===== config.mk =====
export PLATFORM = sky130hd
export DESIGN_NAME = dbg_bp_unit
export DESIGN_NICKNAME = d
export VERILOG_FILES = /design/src/rtl/dbg_bp_pkg.sv /design/src/rtl/dbg_bp_regs.sv /design/src/rtl/dbg_bp_slot.sv /design/src/rtl/dbg_bp_eval.sv /design/src/rtl/dbg_bp_unit.sv
export SDC_FILE = /design/constraint.sdc
export NUM_CORES = 1
export LEC_CHECK = 0
export ABC_AREA = 1
export BUFFER_PORTS_ARGS = -buffer_cell sky130_fd_sc_hd__clkbuf_2
export CAP_MARGIN = 0
export CORE_ASPECT_RATIO = 1.25
export CORE_UTILIZATION = 45
export DETAILED_ROUTE_END_ITERATION = 10
export GPL_TIMING_DRIVEN = 0
export HOLD_SLACK_MARGIN = 0.15
export PLACE_DENSITY = 0.74
export SLEW_MARGIN = 20
export SYNTH_ARGS = -nofsm -noshare
export SYNTH_HDL_FRONTEND = slang
export SYNTH_SLANG_ARGS = --single-unit

===== constraint.sdc =====
create_clock -name clk -period 4.6 [get_ports clk]
set_input_delay 0.23 -clock clk [delete_from_list [all_inputs] [get_ports clk]]
set_output_delay 0.23 -clock clk [all_outputs]
set_load 0.02 [all_outputs]

===== src/rtl/dbg_bp_pkg.sv =====
package dbg_bp_pkg;

  typedef enum logic [1:0] {
    BP_EXEC = 2'b00,
    BP_WR   = 2'b01,
    BP_IO   = 2'b10,
    BP_RW   = 2'b11
  } bp_kind_e;

  localparam logic [2:0]  REG_STAT  = 3'd4;
  localparam logic [2:0]  REG_CTRL  = 3'd5;
  localparam logic [31:0] STAT_ONES = 32'hFFFF_0FF0;
  localparam logic [31:0] CTRL_ONES = 32'h0000_0400;

  // Watch length code to byte count: 00=1, 01=2, 11=4, 10=8
  function automatic logic [3:0] len_bytes(input logic [1:0] code);
    logic [3:0] b;
    unique case (code)
      2'b00:   b = 4'd1;
      2'b01:   b = 4'd2;
      2'b11:   b = 4'd4;
      default: b = 4'd8;
    endcase
    return b;
  endfunction

endpackage


===== src/rtl/dbg_bp_regs.sv =====
module dbg_bp_regs
  import dbg_bp_pkg::*;
#(
  parameter int XLEN      = 32,
  parameter int NUM_SLOTS = 4
) (
  input  logic                            clk,
  input  logic                            rst_n,
  input  logic                            reg_wr,
  input  logic [2:0]                      reg_addr,
  input  logic [XLEN-1:0]                 reg_wdata,
  output logic [XLEN-1:0]                 reg_rdata,
  input  logic                            commit,
  input  logic [NUM_SLOTS-1:0]            hit_vec,
  output logic [NUM_SLOTS-1:0][XLEN-1:0]  slot_addr,
  output logic [NUM_SLOTS-1:0][1:0]       slot_kind,
  output logic [NUM_SLOTS-1:0][1:0]       slot_len,
  output logic [NUM_SLOTS-1:0]            slot_en,
  output logic [NUM_SLOTS-1:0]            stat_hits
);

  localparam logic [XLEN-1:0] STAT_RST = XLEN'(STAT_ONES);
  localparam logic [XLEN-1:0] CTRL_RST = XLEN'(CTRL_ONES);

  logic [NUM_SLOTS-1:0][XLEN-1:0] slot_q;
  logic [XLEN-1:0] ctrl_q;
  logic [XLEN-1:0] stat_q;
  logic            stat_wr;

  assign stat_wr = reg_wr && (reg_addr == REG_STAT);

  always_ff @(posedge clk or negedge rst_n) begin
    if (!rst_n) begin
      slot_q <= '0;
      ctrl_q <= CTRL_RST;
      stat_q <= STAT_RST;
    end else begin
      for (int i = 0; i < NUM_SLOTS; i++) begin
        if (reg_wr && (reg_addr == 3'(i))) slot_q[i] <= reg_wdata;
      end
      if (reg_wr && (reg_addr == REG_CTRL)) ctrl_q <= reg_wdata | CTRL_RST;
      // A committed evaluation takes priority over a software write
      if (commit)       stat_q[NUM_SLOTS-1:0] <= hit_vec;
      else if (stat_wr) stat_q <= reg_wdata | STAT_RST;
    end
  end

  always_comb begin
    reg_rdata = '0;
    for (int i = 0; i < NUM_SLOTS; i++) begin
      if (reg_addr == 3'(i)) reg_rdata = slot_q[i];
    end
    if (reg_addr == REG_STAT) reg_rdata = stat_q;
    if (reg_addr == REG_CTRL) reg_rdata = ctrl_q;
  end

  for (genvar g = 0; g < NUM_SLOTS; g++) begin : g_fields
    assign slot_en[g]   = |ctrl_q[2*g +: 2];
    assign slot_kind[g] = ctrl_q[16+4*g +: 2];
    assign slot_len[g]  = ctrl_q[18+4*g +: 2];
  end

  assign slot_addr = slot_q;
  assign stat_hits = stat_q[NUM_SLOTS-1:0];

  AST_STAT_ONES: assert property (@(posedge clk) disable iff (!rst_n)
    (stat_q & STAT_RST) == STAT_RST);
  AST_CTRL_ONES: assert property (@(posedge clk) disable iff (!rst_n)
    (ctrl_q & CTRL_RST) == CTRL_RST);
  AST_STAT_HOLD: assert property (@(posedge clk) disable iff (!rst_n)
    (!commit && !stat_wr) |=> $stable(stat_q));

endmodule


===== src/rtl/dbg_bp_slot.sv =====
module dbg_bp_slot
  import dbg_bp_pkg::*;
#(
  parameter int XLEN = 32
) (
  input  logic            clk,
  input  logic            rst_n,
  input  logic [XLEN-1:0] slot_addr,
  input  logic [1:0]      kind,
  input  logic [1:0]      len_code,
  input  logic            fetch_valid,
  input  logic [XLEN-1:0] fetch_addr,
  input  logic            mem_valid,
  input  logic [XLEN-1:0] mem_addr,
  input  logic [1:0]      mem_size,
  input  logic            mem_write,
  output logic            hit
);

  localparam int AW = XLEN + 1;

  bp_kind_e        kind_e;
  logic [XLEN-1:0] len_x;
  logic [AW-1:0]   w_lo, w_hi, a_lo, a_hi;
  logic            ovl;

  assign kind_e = bp_kind_e'(kind);
  assign len_x  = XLEN'(len_bytes(len_code));
  assign w_lo   = {1'b0, slot_addr & ~(len_x - XLEN'(1))};
  assign w_hi   = w_lo + AW'(len_x);
  assign a_lo   = {1'b0, mem_addr};
  assign a_hi   = a_lo + (AW'(1) << mem_size);
  assign ovl    = (a_lo < w_hi) && (w_lo < a_hi);

  always_comb begin
    unique case (kind_e)
      BP_EXEC: hit = fetch_valid && (fetch_addr == slot_addr);
      BP_WR:   hit = mem_valid && mem_write && ovl;
      BP_RW:   hit = mem_valid && ovl;
      default: hit = 1'b0;
    endcase
  end

  AST_IO_SILENT: assert property (@(posedge clk) disable iff (!rst_n)
    (kind_e == BP_IO) |-> !hit);
  AST_WR_ONLY: assert property (@(posedge clk) disable iff (!rst_n)
    (kind_e == BP_WR && !mem_write) |-> !hit);

endmodule


===== src/rtl/dbg_bp_eval.sv =====
module dbg_bp_eval #(
  parameter int NUM_SLOTS = 4
) (
  input  logic                 clk,
  input  logic                 rst_n,
  input  logic [NUM_SLOTS-1:0] hit_vec,
  input  logic [NUM_SLOTS-1:0] slot_en,
  input  logic                 stat_force,
  output logic                 commit,
  output logic                 exc_req
);

  logic en_hit;

  assign en_hit = |(hit_vec & slot_en);
  assign commit = en_hit || stat_force;

  always_ff @(posedge clk or negedge rst_n) begin
    if (!rst_n) exc_req <= 1'b0;
    else        exc_req <= en_hit;
  end

  AST_EXC_FROM_COMMIT: assert property (@(posedge clk) disable iff (!rst_n)
    exc_req |-> $past(commit));

endmodule


===== src/rtl/dbg_bp_unit.sv =====
module dbg_bp_unit
  import dbg_bp_pkg::*;
#(
  parameter int XLEN      = 32,
  parameter int NUM_SLOTS = 4
) (
  input  logic            clk,
  input  logic            rst_n,
  input  logic            reg_wr,
  input  logic [2:0]      reg_addr,
  input  logic [XLEN-1:0] reg_wdata,
  output logic [XLEN-1:0] reg_rdata,
  input  logic            fetch_valid,
  input  logic [XLEN-1:0] fetch_addr,
  input  logic            mem_valid,
  input  logic [XLEN-1:0] mem_addr,
  input  logic [1:0]      mem_size,
  input  logic            mem_write,
  input  logic            stat_force,
  output logic            exc_req
);

  logic [NUM_SLOTS-1:0][XLEN-1:0] slot_addr;
  logic [NUM_SLOTS-1:0][1:0]      slot_kind;
  logic [NUM_SLOTS-1:0][1:0]      slot_len;
  logic [NUM_SLOTS-1:0]           slot_en;
  logic [NUM_SLOTS-1:0]           hit_vec;
  logic [NUM_SLOTS-1:0]           stat_hits;
  logic                           commit;

  dbg_bp_regs #(.XLEN(XLEN), .NUM_SLOTS(NUM_SLOTS)) u_regs (
    .clk(clk), .rst_n(rst_n),
    .reg_wr(reg_wr), .reg_addr(reg_addr), .reg_wdata(reg_wdata),
    .reg_rdata(reg_rdata),
    .commit(commit), .hit_vec(hit_vec),
    .slot_addr(slot_addr), .slot_kind(slot_kind), .slot_len(slot_len),
    .slot_en(slot_en), .stat_hits(stat_hits)
  );

  for (genvar g = 0; g < NUM_SLOTS; g++) begin : g_slot
    dbg_bp_slot #(.XLEN(XLEN)) u_slot (
      .clk(clk), .rst_n(rst_n),
      .slot_addr(slot_addr[g]), .kind(slot_kind[g]), .len_code(slot_len[g]),
      .fetch_valid(fetch_valid), .fetch_addr(fetch_addr),
      .mem_valid(mem_valid), .mem_addr(mem_addr), .mem_size(mem_size),
      .mem_write(mem_write), .hit(hit_vec[g])
    );
  end

  dbg_bp_eval #(.NUM_SLOTS(NUM_SLOTS)) u_eval (
    .clk(clk), .rst_n(rst_n),
    .hit_vec(hit_vec), .slot_en(slot_en), .stat_force(stat_force),
    .commit(commit), .exc_req(exc_req)
  );

  AST_EXC_HAS_STATUS: assert property (@(posedge clk) disable iff (!rst_n)
    exc_req |-> (stat_hits != '0));

endmodule


==> results.ini <==
[run_status]
outcome=finished, final reports clean

[route]
routed_wl_mm=75.6
route.met2.wl_mm=32.9
vias=20861
wl_per_cell_microns=20.5
drtPass1Iterations=5
highest_layer=met5
routed_via_density=5.65
ant_nets=0
wl_met3_mm=5.78
wl_met1_mm=31.3
drc_errors=0
drt_iter0_markers=2181

[worst_setup_path]
cp-end-kind=register
startpoint_type=register
cp_data_required_time_ns=4.92
critPathKind=reg -> reg
crit_path_top_delay_cell=dfrtp_2
cp_max_fo=7
rr_worst_depth=33
r2r_end=u_regs.stat_q[0]
r2r-start=u_regs.ctrl_q[22]
worstPathArrival_ns=4.89
worst-path-buf-inv=3
crit_family=simple AND/OR/NAND/NOR gates
reg2reg_slack_ns=0.03
cpPeakStageDelay_ns=0.53
crit_top_cell=nand2_2

[cts]
cts_made_buffers=17
insertion_delay_ns=0.44
cts.sinks=168
root_buffer=clkbuf_16
clk_pin_slew_ns=0.06
cts_tree=built
clk_path_buf_depth=2
cts-htree-levels=4

[die]
dieWidth_microns=188
fp.dieH_microns=235
die-area_sq_um=44300
placementRows=85
core_sq_um=43000
start_util_pct=45.5
io_pins=141

[grt]
antenna_found_initial=3
gr-usage-all-layers_pct=33.6
first_global_vias=19715
grt_overflow=0
grt_max_degree=76
grt_pass1_wl_mm=113

[sta]
hold_viol=0
setup_slack_ns=0.0273
maxSlewHeadroom_pct=32.2
fin_setup_tns_ns=0
tightestPinTransition_ns=1.01
finalSetupViolations=0
skew_ns=0.00934
fin_crit_sh_pct=99.4
min_period_ns=4.57
rsz0062_at_grt=true
drv_slew=0
max_freq_mhz=219
whs_ns=0.152

[power]
power_leakage_nw=11.1
total_power_w=0.00733
irDropWorstVdd_uv=310
pwr_density_cell_nw_per_um2=324

[place]
dp_slack_ns=-0.807
port_buffers=134
dp_hpwl_mm=63.7
place.gp.congestion=1.05

[layout]
finalNetCount=3485
drive_gt1_share_pct=12.7
area_delta_synth_final_pct=15.7

[synth]
synth_common_cells=nand2_1, inv_1, nor2_1
syn_nets=3249
synth.distinct_cells=57
syn_avg_cell_area_sq_um=6.80
ys_seq_area_share_pct=21.5
synthTopCellsByArea=dfrtp_1, ha_1, nand2_1
synth_area_sq_um=19600
synth.most_common_cell=nand2_1
synth-async-reset-ratio_pct=100
yosysTopAreaCell=dfrtp_1
synth-edff-count=0
ys_ff_latch=168
ys.flop_type=dfrtp_1
yosys_warnings=0
syn_inst=2876
synth_top_cell_area_share_pct=21.5

[worst_hold_path]
worstHoldStart=reg_wdata[29]
whs_endpoint=u_regs.slot_addr[29]
hold_class=in -> reg
hold_depth=3

[run]
cap_violations=0

worst max-delay path by stage:
| stage | cells past startpoint | from | end | slack (ns) |
|---|---|---|---|---|
| after CTS | 35 | u_regs.ctrl_q[26] | u_regs.stat_q[1] | 0.002 |
| after floorplan | 36 | u_regs.ctrl_q[27] | u_regs.stat_q[0] | 0.86 |
| after detailed placement | 31 | u_regs.ctrl_q[30] | u_regs.stat_q[15] | -0.81 |
| after global routing | 35 | u_regs.ctrl_q[31] | u_regs.stat_q[0] | -0.19 |
| after global placement | 31 | u_regs.ctrl_q[30] | u_regs.stat_q[12] | -0.72 |
| final | 33 | u_regs.ctrl_q[22] | u_regs.stat_q[0] | 0.03 |
kinds of logic after synthesis:
logic type / synth area share, %
AND/OR/NAND/NOR: 30.6
AO/OA/AOI/OAI: 13.5
buffers and inverters: 8.36
adder cells (fa/ha/maj): 17.0
XOR/XNOR: 9.09
flip-flops: 21.5
report_power, final:
group          leakage (nW)  switching (W)  internal, W
combinational          8.80        0.00238      0.00137
sequential             2.11       0.000567      0.00175
clock                 0.229       0.000581     0.000683
layout make-up:
class                   count  area [sq um]
diodes                      1          2.50
plain buffers              72           309
clock buffers              23           448
clock inverters             8          52.6
fillers                  4399         20300
inverters                 354          1330
multi-input cells        2281         14100
flip-flops and latches    168          4210
well taps                 565           707
repair buffers            218          1420
flip-flops by register name, indices dropped and copies added, names as in the netlist:
name and count:
u_eval.exc_req 1, u_regs.stat_q 8, u_regs.slot_addr 128, u_regs.ctrl_q 31
timing repair:
item / in CTS / in global routing
hold buffers: 27 / 0
resized for setup: 38 / 80
cloned: 1 / 0
hold endpoints to repair: 179 / 0
pin swaps: 14 / 67
setup endpoints to repair: 9 / 9
buffers inserted: 17 / 37
metal layers:
layer	GRT usage (%)	vias to the layer above
met4	21.4	2
met3	4.33	223
met5	0	-
met1	43.5	9730
li1	-	9985
met2	52.8	921
per-stage QoR:
| stage | utilization (%) | instances | cell area [sq um] |
|---|---|---|---|
| 6_report | 52.7 | 3690 | 22600 |
| 5_1_grt | 52.7 | 3690 | 22600 |
| 4_1_cts | 51.3 | 3652 | 22000 |
| 3_5_place_dp | 48.9 | 3577 | 21000 |
| 3_3_place_gp | 48.7 | 3575 | 20900 |
| 2_1_floorplan | - | 2876 | 19600 |
placed cells by master (no fill, tap or decap), types with 52 or more instances in the layout:
cell and count:
xor2_1 110, nand2_1 709, nand3_1 74, inv_1 329, clkbuf_2 133, a21oi_1 123, clkbuf_1 67, ha_1 262
nor2_1 309, xnor2_1 91, buf_4 52, dfrtp_1 163, o21ai_0 188
worst min-delay path: stages:
cell      delay (ns)
clkbuf_2        0.07
inv_1           0.08
o21ai_0         0.16
Power figures use the tool's default switching activity.
